**src/rtl/tcc_pkg.sv**
```systemverilog
package tcc_pkg;
  localparam int CNT_W   = 4;
  localparam int CNT_MOD = 5;

  // control inputs seen by one toggle cell
  typedef struct packed {
    logic clr_n;
    logic we;
    logic te;
    logic d;
  } cell_ctl_t;
endpackage

```
**src/rtl/tcc_cell.sv**
```systemverilog
module tcc_cell (
  input  logic              clk,
  input  tcc_pkg::cell_ctl_t ctl,
  output logic              q
);
  always_ff @(posedge clk) begin
    if (!ctl.clr_n)   q <= 1'b0;
    else if (ctl.we)  q <= ctl.d;
    else if (ctl.te)  q <= ~q;
  end

  // the antecedent is only met at an edge that samples the clear, so this holds from time zero
  AST_CELL_CLEAR: assert property (@(posedge clk) !ctl.clr_n |=> q == 1'b0);
  AST_CELL_HOLD: assert property (@(posedge clk) disable iff (!ctl.clr_n)
    (!ctl.we && !ctl.te) |=> $stable(q));
endmodule

```
**src/rtl/tcc_carry.sv**
```systemverilog
module tcc_carry #(
  parameter int WIDTH   = tcc_pkg::CNT_W,
  parameter int MODULUS = tcc_pkg::CNT_MOD
) (
  input  logic [WIDTH-1:0] cnt,
  input  logic             cnt_en,
  output logic [WIDTH-1:0] te
);
  localparam logic [WIDTH-1:0] LAST = WIDTH'(MODULUS - 1);

  logic             wrap;
  logic [WIDTH:0]   low_ones;

  // wrap covers the last legal value and anything above it (reachable only by a load)
  assign wrap        = (cnt >= LAST);
  assign low_ones[0] = 1'b1;

  for (genvar i = 0; i < WIDTH; i++) begin : g_te
    assign low_ones[i+1] = low_ones[i] & cnt[i];
    // at wrap, toggling every set bit returns the register to zero
    assign te[i] = cnt_en & (wrap ? cnt[i] : low_ones[i]);
  end
endmodule

```
**src/rtl/tcc_mod_counter.sv**
```systemverilog
module tcc_mod_counter #(
  parameter int WIDTH   = tcc_pkg::CNT_W,
  parameter int MODULUS = tcc_pkg::CNT_MOD
) (
  input  logic             clk,
  input  logic             clr_n,
  input  logic             wr_en,
  input  logic [WIDTH-1:0] ld_val,
  input  logic             cnt_en,
  output logic [WIDTH-1:0] count
);
  localparam logic [WIDTH-1:0] LAST = WIDTH'(MODULUS - 1);

  logic [WIDTH-1:0] te;
  logic [WIDTH-1:0] q;

  tcc_carry #(.WIDTH(WIDTH), .MODULUS(MODULUS)) u_carry (
    .cnt    (q),
    .cnt_en (cnt_en),
    .te     (te)
  );

  for (genvar i = 0; i < WIDTH; i++) begin : g_cell
    tcc_pkg::cell_ctl_t ctl;
    assign ctl = '{clr_n: clr_n, we: wr_en, te: te[i], d: ld_val[i]};
    tcc_cell u_cell (
      .clk (clk),
      .ctl (ctl),
      .q   (q[i])
    );
  end

  assign count = q;

  // set by a clear, dropped by a load: marks that the count came only from counting
  logic in_range;
  always_ff @(posedge clk) begin
    if (!clr_n)     in_range <= 1'b1;
    else if (wr_en) in_range <= 1'b0;
  end

  AST_LOAD: assert property (@(posedge clk) disable iff (!clr_n)
    wr_en |=> count == $past(ld_val));
  AST_STEP: assert property (@(posedge clk) disable iff (!clr_n)
    (!wr_en && cnt_en && count < LAST) |=> count == $past(count) + 1'b1);
  AST_WRAP: assert property (@(posedge clk) disable iff (!clr_n)
    (!wr_en && cnt_en && count >= LAST) |=> count == '0);
  AST_HOLD: assert property (@(posedge clk) disable iff (!clr_n)
    (!wr_en && !cnt_en) |=> $stable(count));
  AST_RANGE: assert property (@(posedge clk) disable iff (!clr_n)
    in_range |-> count <= LAST);
endmodule

```
**config.mk**
```make
export PLATFORM = sky130hd
export DESIGN_NAME = tcc_mod_counter
export DESIGN_NICKNAME = d
export VERILOG_FILES = /design/src/rtl/tcc_pkg.sv /design/src/rtl/tcc_cell.sv /design/src/rtl/tcc_carry.sv /design/src/rtl/tcc_mod_counter.sv
export SDC_FILE = /design/constraint.sdc
export NUM_CORES = 1
export LEC_CHECK = 0
export ABC_AREA = 1
export ABC_CLOCK_PERIOD_IN_PS = 1000
export CAP_MARGIN = 10
export CORE_AREA = 3 3 40 42
export CTS_CLUSTER_DIAMETER = 30
export CTS_CLUSTER_SIZE = 20
export DETAILED_ROUTE_END_ITERATION = 10
export DIE_AREA = 0 0 43 45
export SLEW_MARGIN = 20
export SYNTH_ARGS = -nofsm -noshare
export SYNTH_HDL_FRONTEND = slang
export SYNTH_HIERARCHICAL = 1
export SYNTH_SLANG_ARGS = --single-unit
export TNS_END_PERCENT = 50
```
**constraint.sdc**
```tcl
create_clock -name clk -period 1 [get_ports clk]
set_input_delay 0.15 -clock clk [delete_from_list [all_inputs] [get_ports clk]]
set_output_delay 0.15 -clock clk [all_outputs]
set_load 0.03 [all_outputs]
```
==> metrics.md, run 1 <==
| Metric | Value |
|---|---|
| Status | `completed` |
| Routed Antenna Nets | `0` |
| Slowest cell delay on critical path | `about 0.33 ns` |
| # diodes | `0` |
| CP endpoint kind | `flop` |
| IO Port Bufs | `11` |
| H-tree Lvls | `1` |
| Top-area cell type share of the netlist area | `28.7%` |
| Crit Path Max Fanout | `3` |
| Hold Crit Class | `in -> reg` |
| Via count | `about 340` |
| Worst hold stages | `6` |
| Yosys cell types | `9` |
| Slew Limit Fails | `0` |
| Slew @ Worst Pin | `0.259 ns` |
| Via/cell ratio | `slightly above 4` |
| Die height | `about 45 microns` |
| Placed wire-length estimate | `approximately 500 microns` |
| Clock buffer depth | `2` |
| CP Launch Type | `flop` |
| Unrepaired setup endpoints after global routing | `true` |
| PwrDens | `~1200 nW/um^2` |
| Final Total Pwr | `slightly below 0.6 mW` |
| Fin nets | `between 70 and 80` |
| Post-synth net total | `just under 60` |
| Syn avg cell area | `5.47 sq um` |
| Clk sink count | `4` |
| Worst-path clk slew | `about 0.04 ns` |
| Final setup margin | `0.0185 ns` |
| Arr. time, crit path | `approximately 1.1 ns` |
| Hold buffer count at cts | `0` |
| WP data required | `between 1 and 1.5 ns` |
| Core ar. | `roughly 1300 sq um` |
| Die area | `1940 sq um` |
| # Post-CTS Setup Buffers | `0` |
| Largest Register | `g_cell.u_cell/q` |
| Worst r2r src | `g_cell[2].u_cell/q` |
| Largest net degree at the start of global routing | `7` |
| Rel. slew slack | `between 80% and 90%` |
| Leading cell types in the layout, fill and taps excluded | `inv_1 (16), nand2_1 (14), clkdlybuf4s50_1 (6), o21ai_0 (4), buf_6 (4)` |
| Most area-hungry cell type in the Yosys netlist | `dfxtp_1` |
| WL/cell | `8.27 microns` |
| VDD IR max | `757 uV` |
| Commonest non-fill, non-tap cell in the layout | `inv_1` |
| Final core occ | `37.9%` |
| Rows | `13` |
| CTS root buffer | `clkbuf_4` |
| Max-Cap Viols | `0` |
| Worst hold start | `cnt_en` |
| Crit-path most repeated cell | `nand2_1` |
| Synth Instances | `51` |
| CTS buffer count | `3` |
| Layout overhead on the synthesized area | `74.4%` |
| Die width | `43 microns` |
| R2R Setup Slk | `approximately 0.019 ns` |
| Yosys reg bits | `4` |
| Setup_tns | `0 ns` |
| Cell Chain, Critical Path | `nor2_4, nor2_1, nor2_2, inv_1, nand2_1, nand2_1, a21oi_2` |
| YS warnings | `6` |
| CP bufs+invs | `1` |
| Total gr overflow | `0` |
| Post-detailed-routing wire length | `a little under 700 microns` |
| Layout cells sized above 1 | `between 30% and 40%` |
| Regs by FF count | `g_cell.u_cell/q x4` |
| Synth top area cells | `dfxtp_1 (29%), inv_1 (23%), nand2_1 (19%)` |
| Fmax | `roughly 1000 MHz` |
| Initial antenna violation count | `0` |
| Post-synthesis sequential area ratio | `28.7%` |
| CTS tree | `yes` |
| Fillers | `139` |
| Initial Utilization | `21.7%` |
| Cells on worst reg2reg path | `7` |
| Clk Latency, worst-skew pair | `0.23 ns` |
| Worst Clk Skew | `around 0.0013 ns` |
| WHS Endpoint | `g_cell[3].u_cell/q` |
| Gr usage total | `between 7 and 8%` |
| Max reg flops | `4` |
| CP max stage cell | `dfxtp_2` |
| Final period util | `98.1%` |
| Crit-path leading delay family | `simple AND/OR/NAND/NOR gates` |
| Hold Fails Final Rpt | `0` |
| Leakage | `between 0.2 and 0.3 nW` |
| DRC errors left | `0` |
| First-pass GRT wire length | `1090 microns` |
| Post-route minimum period | `~0.98 ns` |
| Number of iterations in the first detailed-routing pass | `4` |
| Initial DRC count | `7` |
| WS Path Type | `reg -> reg` |
| Reg-to-reg critical path endpoint | `g_cell[1].u_cell/q` |
| Pre-CTS WS | `-0.231 ns` |
| Placer congestion estimate | `0.600` |
| Vias in the first global route | `around 290` |
| Final Setup Violations | `0` |
| Synth Cell Area | `~280 sq um` |
| # IOs | `12` |
## worst register-to-register path, cell delays in order (launching register included)
cell and delay (ns):
dfxtp_2 0.33, nor2_4 0.14, nor2_1 0.07, nor2_2 0.10, inv_1 0.05, nand2_1 0.06, nand2_1 0.06, a21oi_2 0.10
## cell families after synthesis
group	share of synthesized area, %
compound gates	16.1
flops	28.7
simple gates	32.3
buf+inv	22.9
## repair_timing
action | 4_1_cts | 5_1_grt
endpoints found under the setup margin | 3 | 5
pin swaps | 0 | 3
gates resized for setup | 3 | 12
## Yosys cell counts, drive strengths merged
cell   instances
o21ai          4
dfxtp          4
nand2         15
a21oi          5
nor2           5
inv           17
nand3          1
## area by class of cell
type / count / area, sq um / share of cell area (%)
tap: 15 / 18.8 / 3.86
timing repair buffer: 13 / 133 / 27.2
multi-input combinational: 30 / 159 / 32.6
inverter: 17 / 63.8 / 13.1
clock buffer: 3 / 22.5 / 4.63
sequential: 4 / 90.1 / 18.5
## per-layer routing
| layer | vias to the layer above | GRT usage [%] | wire length (microns) |
|---|---|---|---|
| met4 | 0 | 7.23 | 4 |
| met1 | 148 | 8.45 | 271 |
| met3 | 2 | 3.19 | 41 |
| li1 | 181 | - | - |
| met2 | 7 | 11.7 | 361 |
| met5 | - | 0 | 0 |
## power breakdown
part / leakage, nW / internal, mW / switching [mW] / total, mW
Sequential: 0.0350 / 0.176 / 0.0212 / 0.197
Clock: 0.0138 / 0.134 / 0.0608 / 0.195
Combinational: 0.202 / 0.0927 / 0.103 / 0.196
Total: 0.251 / 0.402 / 0.185 / 0.587
## through the flow
stage / std cells / hold slack (ns) / area, sq um
CTS: 82 / 0.538 / 450
detailed placement: 79 / 0.563 / 418
finish: 82 / 0.383 / 487
global route: 82 / 0.434 / 487
global placement: 79 / 0.562 / 418
floorplan: 51 / 0.281 / 284
## worst max path at each step
stage | slack, ns | cells past startpoint | to | start
CTS | 0.002 | 2 | count[3] | g_cell[3].u_cell/q
global route | -0.05 | 6 | g_cell[2].u_cell/q | g_cell[0].u_cell/q
global placement | -0.20 | 7 | g_cell[2].u_cell/q | cnt_en
floorplan | -0.02 | 8 | g_cell[1].u_cell/q | g_cell[3].u_cell/q
detailed placement | -0.23 | 7 | g_cell[2].u_cell/q | cnt_en
finish | 0.02 | 7 | g_cell[1].u_cell/q | g_cell[2].u_cell/q
(Power assumes the default switching activity.)
==> run 2, diff against run 1 <==
--- a/config.mk
+++ b/config.mk
@@ -8,11 +8,11 @@
 export ABC_AREA = 1
 export ABC_CLOCK_PERIOD_IN_PS = 1000
 export CAP_MARGIN = 10
-export CORE_AREA = 3 3 40 42
+export CORE_AREA = 2 2 39 41
 export CTS_CLUSTER_DIAMETER = 30
 export CTS_CLUSTER_SIZE = 20
 export DETAILED_ROUTE_END_ITERATION = 10
-export DIE_AREA = 0 0 43 45
+export DIE_AREA = 0 0 41 43
 export SLEW_MARGIN = 20
 export SYNTH_ARGS = -nofsm -noshare
 export SYNTH_HDL_FRONTEND = slang
==> run 2 against run 1 <==
Final cell count increased by 1.2%. Design area fell by 4.9%. Routed wire length shrank 23%. Total power is 3.3% lower. Die area decreased by 8.9%. Via count decreased by 13%. Non-clock buffer count is the same. Clock skew fell by 0.00071 ns. First-iteration DRC count is 43% lower. Largest cell class unchanged.
==> metrics.md, run 2 (synthesis gave the netlist of run 1 again) <==
| Metric | Value |
|---|---|
| Fin cells | `83` |
| Initial DRC count | `4` |
| Cells on worst reg2reg path | `7` |
| Core ar. | `approximately 1400 sq um` |
| Post-detailed-routing wire length | `522 microns` |
| Layout cells sized above 1 | `between 20% and 30%` |
| Final period util | `a little over nine tenths` |
| Rel. slew slack | `between 80% and 90%` |
| Final Total Pwr | `roughly 0.57 mW` |
| Worst Clk Skew | `0.000607 ns` |
| Unrepaired setup endpoints after global routing | `true` |
| Slew Limit Fails | `0` |
| Cell Chain, Critical Path | `nor2_4, nor2_1, nor2_1, inv_1, nand2_1, nand2_1, a21oi_1` |
| Initial Utilization | `20.2%` |
| Fmax | `~1000 MHz` |
| Max reg flops | `4` |
| # IOs | `12` |
| Worst hold stages | `6` |
| Layout overhead on the synthesized area | `65.9%` |
| Post-route minimum period | `just under 1 ns` |
| Hold Fails Final Rpt | `0` |
| CTS root buffer | `clkbuf_4` |
| Rows | `14` |
| Leading cell types in the layout, fill and taps excluded | `inv_1 (17), nand2_1 (14), clkdlybuf4s50_1 (6)` |
| Final core occ | `about a third` |
| Slowest cell delay on critical path | `about 0.33 ns` |
| Pre-CTS WS | `-0.245 ns` |
| Die area | `~1800 sq um` |
| Number of iterations in the first detailed-routing pass | `2` |
| WP data required | `about 1.2 ns` |
| Crit Path Max Fanout | `3` |
| Die width | `between 40 and 50 microns` |
| Via/cell ratio | `about 3.5` |
| Fin nets | `just under 80` |
| Leakage | `between 0.2 and 0.25 nW` |
| Hold Crit Class | `in -> reg` |
| WS Path Type | `reg -> reg` |
| # diodes | `0` |
| Regs by FF count | `g_cell.u_cell/q x4` |
| Initial antenna violation count | `0` |
| Commonest non-fill, non-tap cell in the layout | `inv_1` |
| First-pass GRT wire length | `between 900 and 1000 microns` |
| Slew @ Worst Pin | `between 0.2 and 0.25 ns` |
| IO Port Bufs | `11` |
| Placed wire-length estimate | `~430 microns` |
| Max-Cap Viols | `0` |
| CP endpoint kind | `flop` |
| # Post-CTS Setup Buffers | `0` |
| WHS | `0.390 ns` |
| Total gr overflow | `0` |
| Final Setup Violations | `0` |
| Arr. time, crit path | `between 1 and 1.5 ns` |
| Routed Antenna Nets | `0` |
| CP Launch Type | `flop` |
| CTS buffer count | `3` |
| Worst-path clk slew | `approximately 0.030 ns` |
| Gr usage total | `8.33%` |
| Largest Register | `g_cell.u_cell/q` |
| Clk sink count | `4` |
| Status | `completed` |
| PwrDens | `1230 nW/um^2` |
| Dpl cells | `80` |
| CP max stage cell | `dfxtp_2` |
| Via count | `around 290` |
| H-tree Lvls | `1` |
| Setup_tns | `0 ns` |
| Largest net degree at the start of global routing | `6` |
| VDD IR max | `slightly below 500 uV` |
| Placer congestion estimate | `approximately 0.68` |
| Clk Latency, worst-skew pair | `roughly 0.23 ns` |
| Vias in the first global route | `251` |
| Die height | `around 43 microns` |
| CTS tree | `yes` |
| Finished Cell Area | `approximately 460 sq um` |
| DRC errors left | `0` |
| Final setup margin | `between 0.015 and 0.02 ns` |
| Placed inst area | `419 sq um` |
| WL/cell | `6.29 microns` |
| Clock buffer depth | `2` |
==> run 2: timing repair <==
item,in CTS,in global routing
pin swaps,0,1
resized for setup,2,4
endpoints found under the hold margin,0,0
hold buffers,0,0
setup endpoints to repair,2,6
==> run 2: critical path: cells and delay by family (launching register included) <==
kind | cells | cell delay, ns
buffers and inverters | 1 | 0.05
DFF | 1 | 0.33
and+or+nand+nor | 5 | 0.43
AOI/OAI and AO/OA | 1 | 0.11
==> run 2: path summary, 6_finish.rpt <==
check,to,from,slack [ns]
min,g_cell[3].u_cell/q,cnt_en,0.39
min reg2reg,g_cell[1].u_cell/q,g_cell[1].u_cell/q,0.58
max,g_cell[1].u_cell/q,g_cell[3].u_cell/q,0.02
max reg2reg,g_cell[1].u_cell/q,g_cell[3].u_cell/q,0.02
==> run 2: area by class of cell <==
| class | instances | area, sq um |
|---|---|---|
| flip-flops and latches | 4 | 85.1 |
| multi-input cells | 30 | 146 |
| clock buffers | 3 | 22.5 |
| inverters | 17 | 63.8 |
| repair buffers | 13 | 125 |
| well taps | 16 | 20.0 |
| fillers | 158 | 921 |
==> run 2: where the power goes <==
group	switching, mW	internal, mW	total [mW]
registers	0.0171	0.177	0.195
clock network	0.0586	0.134	0.192
logic	0.0956	0.0858	0.181
==> run 2: layer usage <==
layer / global-route usage (%) / vias to the layer above / wire, microns
li1: - / 180 / -
met4: 10.0 / 0 / 10
met2: 10.0 / 9 / 217
met5: 0 / - / 0
met1: 9.65 / 103 / 251
met3: 3.14 / 2 / 43
